$ cat src/rtl/twr_pkg.sv
package twr_pkg;

  typedef enum logic [2:0] {
    PH_IDLE  = 3'd0,
    PH_HEAT  = 3'd1,
    PH_FIELD = 3'd2,
    PH_COOL  = 3'd3,
    PH_DONE  = 3'd4
  } twr_phase_e;

  // Total heated-plus-field span of one write, in picoseconds.
  function automatic int unsigned seq_span_ps(input int unsigned heat_cyc,
                                              input int unsigned field_cyc,
                                              input int unsigned cool_cyc,
                                              input int unsigned period_ps);
    return (heat_cyc + field_cyc + cool_cyc) * period_ps;
  endfunction

  function automatic int unsigned max3(input int unsigned a,
                                       input int unsigned b,
                                       input int unsigned c);
    int unsigned m;
    m = (a > b) ? a : b;
    return (m > c) ? m : c;
  endfunction

  // Counter width able to hold values 0 .. max_val.
  function automatic int unsigned cnt_width(input int unsigned max_val);
    return (max_val < 2) ? 1 : $clog2(max_val + 1);
  endfunction

endpackage

$ cat src/rtl/twr_phase_timer.sv
module twr_phase_timer #(
  parameter int unsigned CNT_W = 2
) (
  input  logic             clk,
  input  logic             rst_n,
  input  logic             load,
  input  logic [CNT_W-1:0] load_val,
  output logic             expire
);

  logic [CNT_W-1:0] remain_q;

  always_ff @(posedge clk or negedge rst_n) begin
    if (!rst_n) begin
      remain_q <= '0;
    end else if (load) begin
      remain_q <= load_val;
    end else if (remain_q != '0) begin
      remain_q <= remain_q - 1'b1;
    end
  end

  assign expire = (remain_q == '0);

endmodule

$ cat src/rtl/twr_heat_dec.sv
module twr_heat_dec #(
  parameter int unsigned NUM_CELLS = 6,
  parameter int unsigned ADDR_W    = 3
) (
  input  logic                 heat_on,
  input  logic [ADDR_W-1:0]    cell_addr,
  output logic [NUM_CELLS-1:0] sel
);

  for (genvar i = 0; i < NUM_CELLS; i++) begin : g_cell
    assign sel[i] = heat_on && (cell_addr == ADDR_W'(i));
  end

endmodule

$ cat src/rtl/twr_seq_ctrl.sv
module twr_seq_ctrl
  import twr_pkg::*;
#(
  parameter int unsigned NUM_CELLS = 6,
  parameter int unsigned ADDR_W    = 3,
  parameter int unsigned HEAT_CYC  = 1,
  parameter int unsigned FIELD_CYC = 1,
  parameter int unsigned COOL_CYC  = 2,
  parameter int unsigned CNT_W     = 2
) (
  input  logic              clk,
  input  logic              rst_n,
  input  logic              req,
  input  logic [ADDR_W-1:0] addr,
  input  logic              data,
  input  logic              phase_expire,
  output logic              timer_load,
  output logic [CNT_W-1:0]  timer_val,
  output logic              ack,
  output logic [ADDR_W-1:0] cell_addr,
  output logic              dir,
  output logic              heat_on,
  output logic              field_on,
  output logic              done,
  output logic              busy
);

  localparam logic [CNT_W-1:0] HEAT_LAST  = CNT_W'(HEAT_CYC - 1);
  localparam logic [CNT_W-1:0] FIELD_LAST = CNT_W'(FIELD_CYC - 1);
  localparam logic [CNT_W-1:0] COOL_LAST  = CNT_W'(COOL_CYC - 1);

  twr_phase_e        phase_q, phase_d;
  logic              ack_q;
  logic [ADDR_W-1:0] addr_q;
  logic              dir_q;
  logic              accept;
  logic              addr_ok;

  assign addr_ok = (int'(addr) < int'(NUM_CELLS));
  assign accept  = (phase_q == PH_IDLE) && req;

  always_comb begin
    phase_d    = phase_q;
    timer_load = 1'b0;
    timer_val  = '0;
    unique case (phase_q)
      PH_IDLE: begin
        if (req) begin
          if (addr_ok) begin
            phase_d    = PH_HEAT;
            timer_load = 1'b1;
            timer_val  = HEAT_LAST;
          end else begin
            phase_d = PH_DONE;
          end
        end
      end
      PH_HEAT: begin
        if (phase_expire) begin
          phase_d    = PH_FIELD;
          timer_load = 1'b1;
          timer_val  = FIELD_LAST;
        end
      end
      PH_FIELD: begin
        if (phase_expire) begin
          phase_d    = PH_COOL;
          timer_load = 1'b1;
          timer_val  = COOL_LAST;
        end
      end
      PH_COOL: begin
        if (phase_expire) phase_d = PH_DONE;
      end
      PH_DONE: phase_d = PH_IDLE;
      default: phase_d = PH_IDLE;
    endcase
  end

  always_ff @(posedge clk or negedge rst_n) begin
    if (!rst_n) begin
      phase_q <= PH_IDLE;
      ack_q   <= 1'b0;
      addr_q  <= '0;
      dir_q   <= 1'b0;
    end else begin
      phase_q <= phase_d;
      ack_q   <= accept;
      if (accept && addr_ok) begin
        addr_q <= addr;
        dir_q  <= data;
      end
    end
  end

  assign ack       = ack_q;
  assign cell_addr = addr_q;
  assign dir       = dir_q;
  assign heat_on   = (phase_q == PH_HEAT)  || (phase_q == PH_FIELD);
  assign field_on  = (phase_q == PH_FIELD) || (phase_q == PH_COOL);
  assign done      = (phase_q == PH_DONE);
  assign busy      = (phase_q != PH_IDLE);

endmodule

$ cat src/rtl/twr_write_seq.sv
module twr_write_seq
  import twr_pkg::*;
#(
  parameter int unsigned NUM_CELLS     = 6,
  parameter int unsigned HEAT_CYC      = 1,
  parameter int unsigned FIELD_CYC     = 1,
  parameter int unsigned COOL_CYC      = 2,
  parameter int unsigned CLK_PERIOD_PS = 8000,
  parameter int unsigned BUDGET_PS     = 35000,
  localparam int unsigned ADDR_W       = (NUM_CELLS > 1) ? $clog2(NUM_CELLS) : 1
) (
  input  logic                 clk,
  input  logic                 rst_n,
  input  logic                 wr_req,
  input  logic [ADDR_W-1:0]    wr_addr,
  input  logic                 wr_data,
  output logic                 wr_ack,
  output logic [NUM_CELLS-1:0] heat_sel,
  output logic                 field_en,
  output logic                 field_dir,
  output logic                 wr_done
);

  localparam int unsigned SPAN_PS = seq_span_ps(HEAT_CYC, FIELD_CYC, COOL_CYC, CLK_PERIOD_PS);
  localparam int unsigned MAX_CYC = max3(HEAT_CYC, FIELD_CYC, COOL_CYC);
  localparam int unsigned CNT_W   = cnt_width(MAX_CYC);

  // static timing budget and minimum phase length
  if (HEAT_CYC < 1 || FIELD_CYC < 1 || COOL_CYC < 1 || SPAN_PS > BUDGET_PS) begin : g_budget_fail
    $error("twr_write_seq: phase settings exceed the heated write budget");
  end

  logic              timer_load;
  logic [CNT_W-1:0]  timer_val;
  logic              phase_expire;
  logic [ADDR_W-1:0] cell_addr;
  logic              heat_on;
  logic              field_on;
  logic              busy;

  twr_phase_timer #(.CNT_W(CNT_W)) timer_i (
    .clk      (clk),
    .rst_n    (rst_n),
    .load     (timer_load),
    .load_val (timer_val),
    .expire   (phase_expire)
  );

  twr_seq_ctrl #(
    .NUM_CELLS (NUM_CELLS),
    .ADDR_W    (ADDR_W),
    .HEAT_CYC  (HEAT_CYC),
    .FIELD_CYC (FIELD_CYC),
    .COOL_CYC  (COOL_CYC),
    .CNT_W     (CNT_W)
  ) ctrl_i (
    .clk          (clk),
    .rst_n        (rst_n),
    .req          (wr_req),
    .addr         (wr_addr),
    .data         (wr_data),
    .phase_expire (phase_expire),
    .timer_load   (timer_load),
    .timer_val    (timer_val),
    .ack          (wr_ack),
    .cell_addr    (cell_addr),
    .dir          (field_dir),
    .heat_on      (heat_on),
    .field_on     (field_on),
    .done         (wr_done),
    .busy         (busy)
  );

  twr_heat_dec #(.NUM_CELLS(NUM_CELLS), .ADDR_W(ADDR_W)) heat_i (
    .heat_on   (heat_on),
    .cell_addr (cell_addr),
    .sel       (heat_sel)
  );

  assign field_en = field_on;

endmodule

$ cat config.mk
export PLATFORM = sky130hd
export DESIGN_NAME = twr_write_seq
export DESIGN_NICKNAME = d
export VERILOG_FILES = /design/src/rtl/twr_pkg.sv /design/src/rtl/twr_phase_timer.sv /design/src/rtl/twr_heat_dec.sv /design/src/rtl/twr_seq_ctrl.sv /design/src/rtl/twr_write_seq.sv
export SDC_FILE = /design/constraint.sdc
export NUM_CORES = 1
export LEC_CHECK = 0
export BUFFER_PORTS_ARGS = -buffer_cell sky130_fd_sc_hd__buf_2
export CAP_MARGIN = 20
export CORE_MARGIN = 2
export CORE_UTILIZATION = 44
export DETAILED_ROUTE_END_ITERATION = 6
export GPL_TIMING_DRIVEN = 0
export PLACE_DENSITY_LB_ADDON = 0.25
export SLEW_MARGIN = 25
export SYNTH_ARGS = -nofsm -noshare
export SYNTH_HDL_FRONTEND = slang
export SYNTH_SLANG_ARGS = --single-unit
$ cat constraint.sdc
create_clock -name clk -period 1.85 [get_ports clk]
set_input_delay 0.185 -clock clk [delete_from_list [all_inputs] [get_ports clk]]
set_output_delay 0.185 -clock clk [all_outputs]
set_load 0.05 [all_outputs]
# Word-level counts from Yosys, hierarchy flattened
# Cells that the tools add are included.
dict set report op_classes {
  magnitude_cmp 1
  n_mux 14
  add_sub_neg 1
  eq_ne 13
  reduce_logical 17
}
# op n
set ops {}
lappend ops {{3-bit 2-to-1 mux} 5}
lappend ops {{3-bit by 2-bit == test with 1-bit output (second input constant)} 4}
lappend ops {{3-bit case mux with 4 select lines} 1}
lappend ops {{3-bit == test (second input constant)} 3}
lappend ops {{1-bit logical AND} 8}
lappend ops {{3-bit by 1-bit == test with 1-bit output (second input constant)} 2}
lappend ops {{3-bit logical NOT} 2}
lappend ops {{2-bit 2-to-1 mux} 3}
lappend ops {{2-bit by 1-bit != test with 1-bit output (second input constant)} 3}
lappend ops {{1-bit 2-to-1 mux} 4}
lappend ops {{4-bit AND reduction} 1}
lappend ops {{2-bit nonzero test} 2}
lappend ops {{3-bit less-than comparator (second input constant)} 1}
lappend ops {{2-bit logical NOT} 1}
lappend ops {{1-bit logical OR} 2}
lappend ops {{2-bit != test (second input constant)} 1}
lappend ops {{1-bit case mux with 2 select lines} 1}
lappend ops {{2-bit OR reduction} 1}
lappend ops {{2-bit by 1-bit subtractor with 2-bit output (second input constant)} 1}
dict set report word_totals {
  word_cells 51
  regBits 10
}

# Depth between registers and ports, before layout
dict set report logic_depth {
  ltp_word 5
  ltp_mapped 6
}

# Cells and area by module
# Synthesis repeated with hierarchy kept, for this count alone.
dict set report unflattened {
  cells_unflattened 56
  area_unflattened_um2 581.8
}
# mod area_per_inst_um2 n_inst cells_per_inst
set by_module_without_submodules {}
lappend by_module_without_submodules {twr_seq_ctrl 392.9 1 38}
lappend by_module_without_submodules {twr_phase_timer 113.9 1 12}
lappend by_module_without_submodules {twr_heat_dec 75.1 1 6}

# Worst setup path before layout
# No wires, ideal clock.
dict set report synth_timing {
  path_type {register to output}
  startpoint {reg ctrl_i.phase_q[1]}
  endpoint {out heat_sel[1]}
  setup_slack_ns -0.690
  t_required_ns 1.665
  stages_incl_launch_ff 5
  arrival_time_ns 2.355
  path_cell_list {dfrtp_1 > buf_6 > xnor2_1 > nor2_1 > nor4bb_1}
}
dict set report synth_between {
  elab_chain_cells 3
  elab_cells_between_ends 4
}
# element line_no
set synth_lines {}
lappend synth_lines {{start: declaration} twr_seq_ctrl.sv:32} ;# twr_phase_e phase_q, phase_d;
lappend synth_lines {{start signal: assignment} twr_seq_ctrl.sv:87} ;# phase_q <= phase_d;
lappend synth_lines {{3-bit by 1-bit == test with 1-bit output / 3-bit by 2-bit == test with 1-bit output (equally long branches)} twr_seq_ctrl.sv:99} ;# assign heat_on = (phase_q == PH_HEAT) || (phase_q == PH_FIELD);
lappend synth_lines {{1-bit logical OR (*)} twr_seq_ctrl.sv:99}
lappend synth_lines {{1-bit logical AND (*)} twr_heat_dec.sv:11} ;# assign sel[i] = heat_on && (cell_addr == ADDR_W'(i));
lappend synth_lines {{end: declaration} twr_write_seq.sv:18} ;# output logic [NUM_CELLS-1:0] heat_sel,
# Mark *: on every way between the ends. The rest lies on a longest branch, timed or not.

# Worst setup path in the final report
dict set report layout_timing {
  startpoint {reg ctrl_i.phase_q[1]}
  endpoint {reg ctrl_i.addr_q[0], in the netlist ctrl_i.cell_addr[0]}
}
dict set report layout_between {
  elab_chain_cells 3
}
# element line_no
set layout_lines {}
lappend layout_lines {{3-bit logical NOT} twr_seq_ctrl.sv:40} ;# assign accept = (phase_q == PH_IDLE) && req;
lappend layout_lines {{1-bit logical AND} twr_seq_ctrl.sv:40}
lappend layout_lines {{1-bit logical AND} twr_seq_ctrl.sv:89} ;# if (accept && addr_ok) begin
lappend layout_lines {{end signal: assignment} twr_seq_ctrl.sv:90} ;# addr_q <= addr;
lappend layout_lines {{end: declaration} twr_seq_ctrl.sv:34} ;# logic [ADDR_W-1:0] addr_q;
# No other way between the ends.
# A chain may end at the register's enable or synchronous reset.

==> flow_metrics.tcl <==
set metrics [dict create \
    run_status "completed" \
    rsz0062_at_grt "no" \
    internal_power_contribution_mw 0.8978 \
    grt_pass1_wl_um 1738 \
    routedWlPerCell_um 12.61 \
    power.net_switching_mw 0.8032 \
    detail_route.iter0.violations 4 \
    clk_root_buffer_cell "sky130_fd_sc_hd__clkbuf_4" \
    crit_type "flop to flop" \
    hold_path.startpoint "wr_data" \
    hpwl_um 841.1 \
    synth.ff_latch_count 10 \
    filler_cell_count 112 \
    vdd.ir_drop.worst_v 0.001029 \
    initial_core_util_pct 46.84 \
    timing.setup.tns_ns 0 \
    post-layout-total-power_mw 1.701 \
    drc 0 \
    final-hold-violation-count 0 \
    inserted_diodes 0 \
    critical_path.endpoint_type "flop" \
    crit_arrival_ns 1.96 \
    relSlewSlack_pct 77.32 \
    syn_to_final_growth_pct 32.64 \
    postLayoutCoreUtil_pct 62.12 \
    nNetsFinal 86 \
    design_area_um2 798.3 \
    die-width_um 40.99 \
    die_area_um2 1680 \
    number_of_setup_violations_in_the_final_report 0 \
    grt.busiest_layer "met2" \
    final_setup_skew_ns 0.004991 \
    grt_pass1_vias 430 \
    grt.met1_usage_pct 20.68 \
    crit_fanout 10 \
    clock.fmax_mhz 552.3 \
    postCtsSetupRepairBufs 0 \
    clk_path_buf_depth 2 \
    share_comb_of_total_power_pct 62.5 \
    first_pass_iters 4 \
    global_route.overflow_total 0 \
    portBuffers 16 \
    design.portCount 17 \
    synthCells 56 \
    maxSlewViolCount 0 \
    largest_net_degree_at_the_start_of_global_routing 11 \
    reg_power_share_pct 25.8 \
    place_area_um2 719.4 \
    total_leakage_power_nw 0.3928 \
    via_count 490 \
    switching_portion_of_total_power_pct 47.22 \
    hold_ws_ns 0.1506 \
    place_congestion 0.6765 \
    tritoncts.num_buffers 3 \
    timing.final.crit_period_ns 1.811 \
    clock_transition_at_path_regs_ns 0.07 \
    use_met2_pct 25.39 \
    site_row_count 13 \
    powerDensity_nw_per_um2 2131 \
    postSynthNetCount 64 \
    syn_area_per_cell_um2 10.75 \
    min_period_over_period_pct 97.87 \
    timing.rr.start "ctrl_i.phase_q[1]$_DFFE_PN0P_" \
    netlist_area_um2 601.8 \
    cts_tree "yes" \
    worst_pin_slew_ns 0.3403 \
    route.detailed.vias_per_inst 5.326 \
    hp-class "primary input to flop" \
    maxCapViolCount 0 \
    clkSinkCount 10 \
    post_route_cells_drive_above_1_share_pct 48.05 \
    routed_wl_um 1160 \
    critical_path_rt_ns 2.00 \
    grt_antenna_before_repair 0 \
    groute.layer.met3.usage_pct 3.261 \
    cts-htree-levels 1 \
    post_synth_num_cell_types 28 \
    crit_start "ctrl_i.phase_q[1]$_DFFE_PN0P_" \
    synth.yosys.seq_area_share_pct 41.58 \
    coreArea_um2 1285 \
    detail-route-antenna-nets 0 \
    clk_latency_ns 0.27 \
    fraction_of_power_consumed_by_the_clock_network_pct 11.7 \
    groute.usage.overall_pct 16.72 \
    timing.critical_path.from_type "flop" \
    ys.warnings.count 0 \
    floorplan.die.height_um 40.99 \
]
-- cell usage after synthesis --
| cell | number | area (um2) |
|---|---|---|
| sky130_fd_sc_hd__nand3_1 | 1 | 5.000 |
| sky130_fd_sc_hd__clkbuf_1 | 1 | 3.750 |
| sky130_fd_sc_hd__buf_6 | 3 | 33.78 |
| sky130_fd_sc_hd__xnor2_1 | 1 | 8.760 |
| sky130_fd_sc_hd__ha_1 | 1 | 12.51 |
| sky130_fd_sc_hd__nor4b_1 | 1 | 8.760 |
| sky130_fd_sc_hd__inv_1 | 3 | 11.26 |
| sky130_fd_sc_hd__nor2b_1 | 1 | 6.260 |
| sky130_fd_sc_hd__nand3b_1 | 1 | 7.510 |
| sky130_fd_sc_hd__mux2_4 | 2 | 30.03 |
| sky130_fd_sc_hd__o22a_2 | 2 | 20.02 |
| sky130_fd_sc_hd__nor3b_1 | 1 | 7.510 |
| sky130_fd_sc_hd__o211ai_1 | 3 | 22.52 |
| sky130_fd_sc_hd__or4b_2 | 1 | 10.01 |
| sky130_fd_sc_hd__or2_2 | 1 | 6.260 |
| sky130_fd_sc_hd__nand2_1 | 2 | 7.510 |
| sky130_fd_sc_hd__nand2b_1 | 2 | 12.51 |
| sky130_fd_sc_hd__nor2_1 | 5 | 18.77 |
| sky130_fd_sc_hd__buf_2 | 1 | 5.000 |
| sky130_fd_sc_hd__a221oi_1 | 1 | 8.760 |
| sky130_fd_sc_hd__xor2_1 | 1 | 8.760 |
| sky130_fd_sc_hd__and4b_1 | 2 | 20.02 |
| sky130_fd_sc_hd__dfrtp_1 | 10 | 250.2 |
| sky130_fd_sc_hd__a21oi_4 | 1 | 16.27 |
| sky130_fd_sc_hd__and3_1 | 1 | 6.260 |
| sky130_fd_sc_hd__a21oi_1 | 4 | 20.02 |
| sky130_fd_sc_hd__or4b_4 | 1 | 13.76 |
| sky130_fd_sc_hd__nor4bb_1 | 2 | 20.02 |
-- per-stage QoR --
step	std cells	worst slack [ns]
2_1_floorplan	56	-0.1738
5_1_grt	92	0.0002607
4_1_cts	92	0.04468
6_report	92	0.03932
3_3_place_gp	87	0.06946
3_5_place_dp	87	0.05550
-- kinds of logic (layout without fill, tap and decap cells) --
family	Yosys count	in the layout	synth area share (%)
AOI/OAI and AO/OA	11	11	14.55
xor gates and xnor gates	2	2	2.911
adders and majority gates	1	1	2.079
buffers and inverters	8	29	8.938
DFF	10	10	41.58
muxes	2	2	4.990
and+or+nand+nor	22	22	24.95
-- worst max-delay path, cell delays in order, from the launching register on --
cell and delay, ns:
sky130_fd_sc_hd__dfrtp_1 0.38, sky130_fd_sc_hd__buf_6 0.14, sky130_fd_sc_hd__or4b_4 0.53, sky130_fd_sc_hd__buf_6 0.15
sky130_fd_sc_hd__a21oi_4 0.19, sky130_fd_sc_hd__mux2_4 0.32
-- cell usage in the layout, fill, tap and decap left out, types with 2 or more instances in the layout --
cell type                  instances
sky130_fd_sc_hd__a21oi_1           4
sky130_fd_sc_hd__and4b_1           2
sky130_fd_sc_hd__buf_2            15
sky130_fd_sc_hd__buf_4             2
sky130_fd_sc_hd__buf_6             3
sky130_fd_sc_hd__clkbuf_4          3
sky130_fd_sc_hd__dfrtp_1          10
sky130_fd_sc_hd__inv_1             3
sky130_fd_sc_hd__mux2_4            2
sky130_fd_sc_hd__nand2_1           2
sky130_fd_sc_hd__nand2b_1          2
sky130_fd_sc_hd__nor2_1            4
sky130_fd_sc_hd__nor4bb_4          2
sky130_fd_sc_hd__o211ai_1          3
sky130_fd_sc_hd__o22a_2            2
-- power groups by stage --
stage | Sequential (mW) | Combinational (mW) | Clock (mW)
after global placement | 0.415 | 0.966 | 0
final | 0.438 | 1.06 | 0.199
after floorplan | 0.467 | 0.755 | 0
after CTS | 0.419 | 1.01 | 0.201
after detailed placement | 0.423 | 0.989 | 0
after global routing | 0.453 | 1.16 | 0.213
-- cell type report --
| type | count | area [um2] | share of cell area (%) |
|---|---|---|---|
| multi-input cells | 38 | 344.1 | 43.10 |
| flip-flops and latches | 10 | 250.2 | 31.35 |
| repair buffers | 17 | 95.09 | 11.91 |
| plain buffers | 5 | 42.54 | 5.329 |
| clock buffers | 4 | 36.28 | 4.545 |
| well taps | 15 | 18.77 | 2.351 |
| inverters | 3 | 11.26 | 1.411 |
-- metal layers --
metal  wire [um]  part of all wire [%]  vias up
met2         558                    48       11
met5           0                     0        -
met4          14                   1.2        0
li1            -                     -      245
met3          49                   4.2        2
met1         537                    46      232
-- worst paths after layout --
path | slack [ns] | endpoint | cells past startpoint
setup / recovery | 0.04 | ctrl_i.cell_addr[0]$_DFFE_PN0P_ | 5
setup reg to reg | 0.04 | ctrl_i.cell_addr[0]$_DFFE_PN0P_ | 5
hold / removal | 0.15 | ctrl_i.dir$_DFFE_PN0P_ | 2
max in group asynchronous | 1.35 | ctrl_i.ack$_DFF_PN0_ | 2
min in group asynchronous | 0.30 | ctrl_i.dir$_DFFE_PN0P_ | 2
hold reg to reg | 0.52 | ctrl_i.dir$_DFFE_PN0P_ | 1
-- sequential cells by signal, indices dropped and copies added (netlist names) --
register,flops
ctrl_i.ack,1
ctrl_i.cell_addr,3
ctrl_i.dir,1
ctrl_i.phase_q,3
timer_i.remain_q,2
-- what timing repair did --
action,in CTS,in global routing
pin swaps,3,2
hold endpoints to repair,10,0
gates resized for setup,3,3
hold buffers,1,0
endpoints found under the setup margin,2,4
Note: power is estimated with default switching activity, not from simulation.
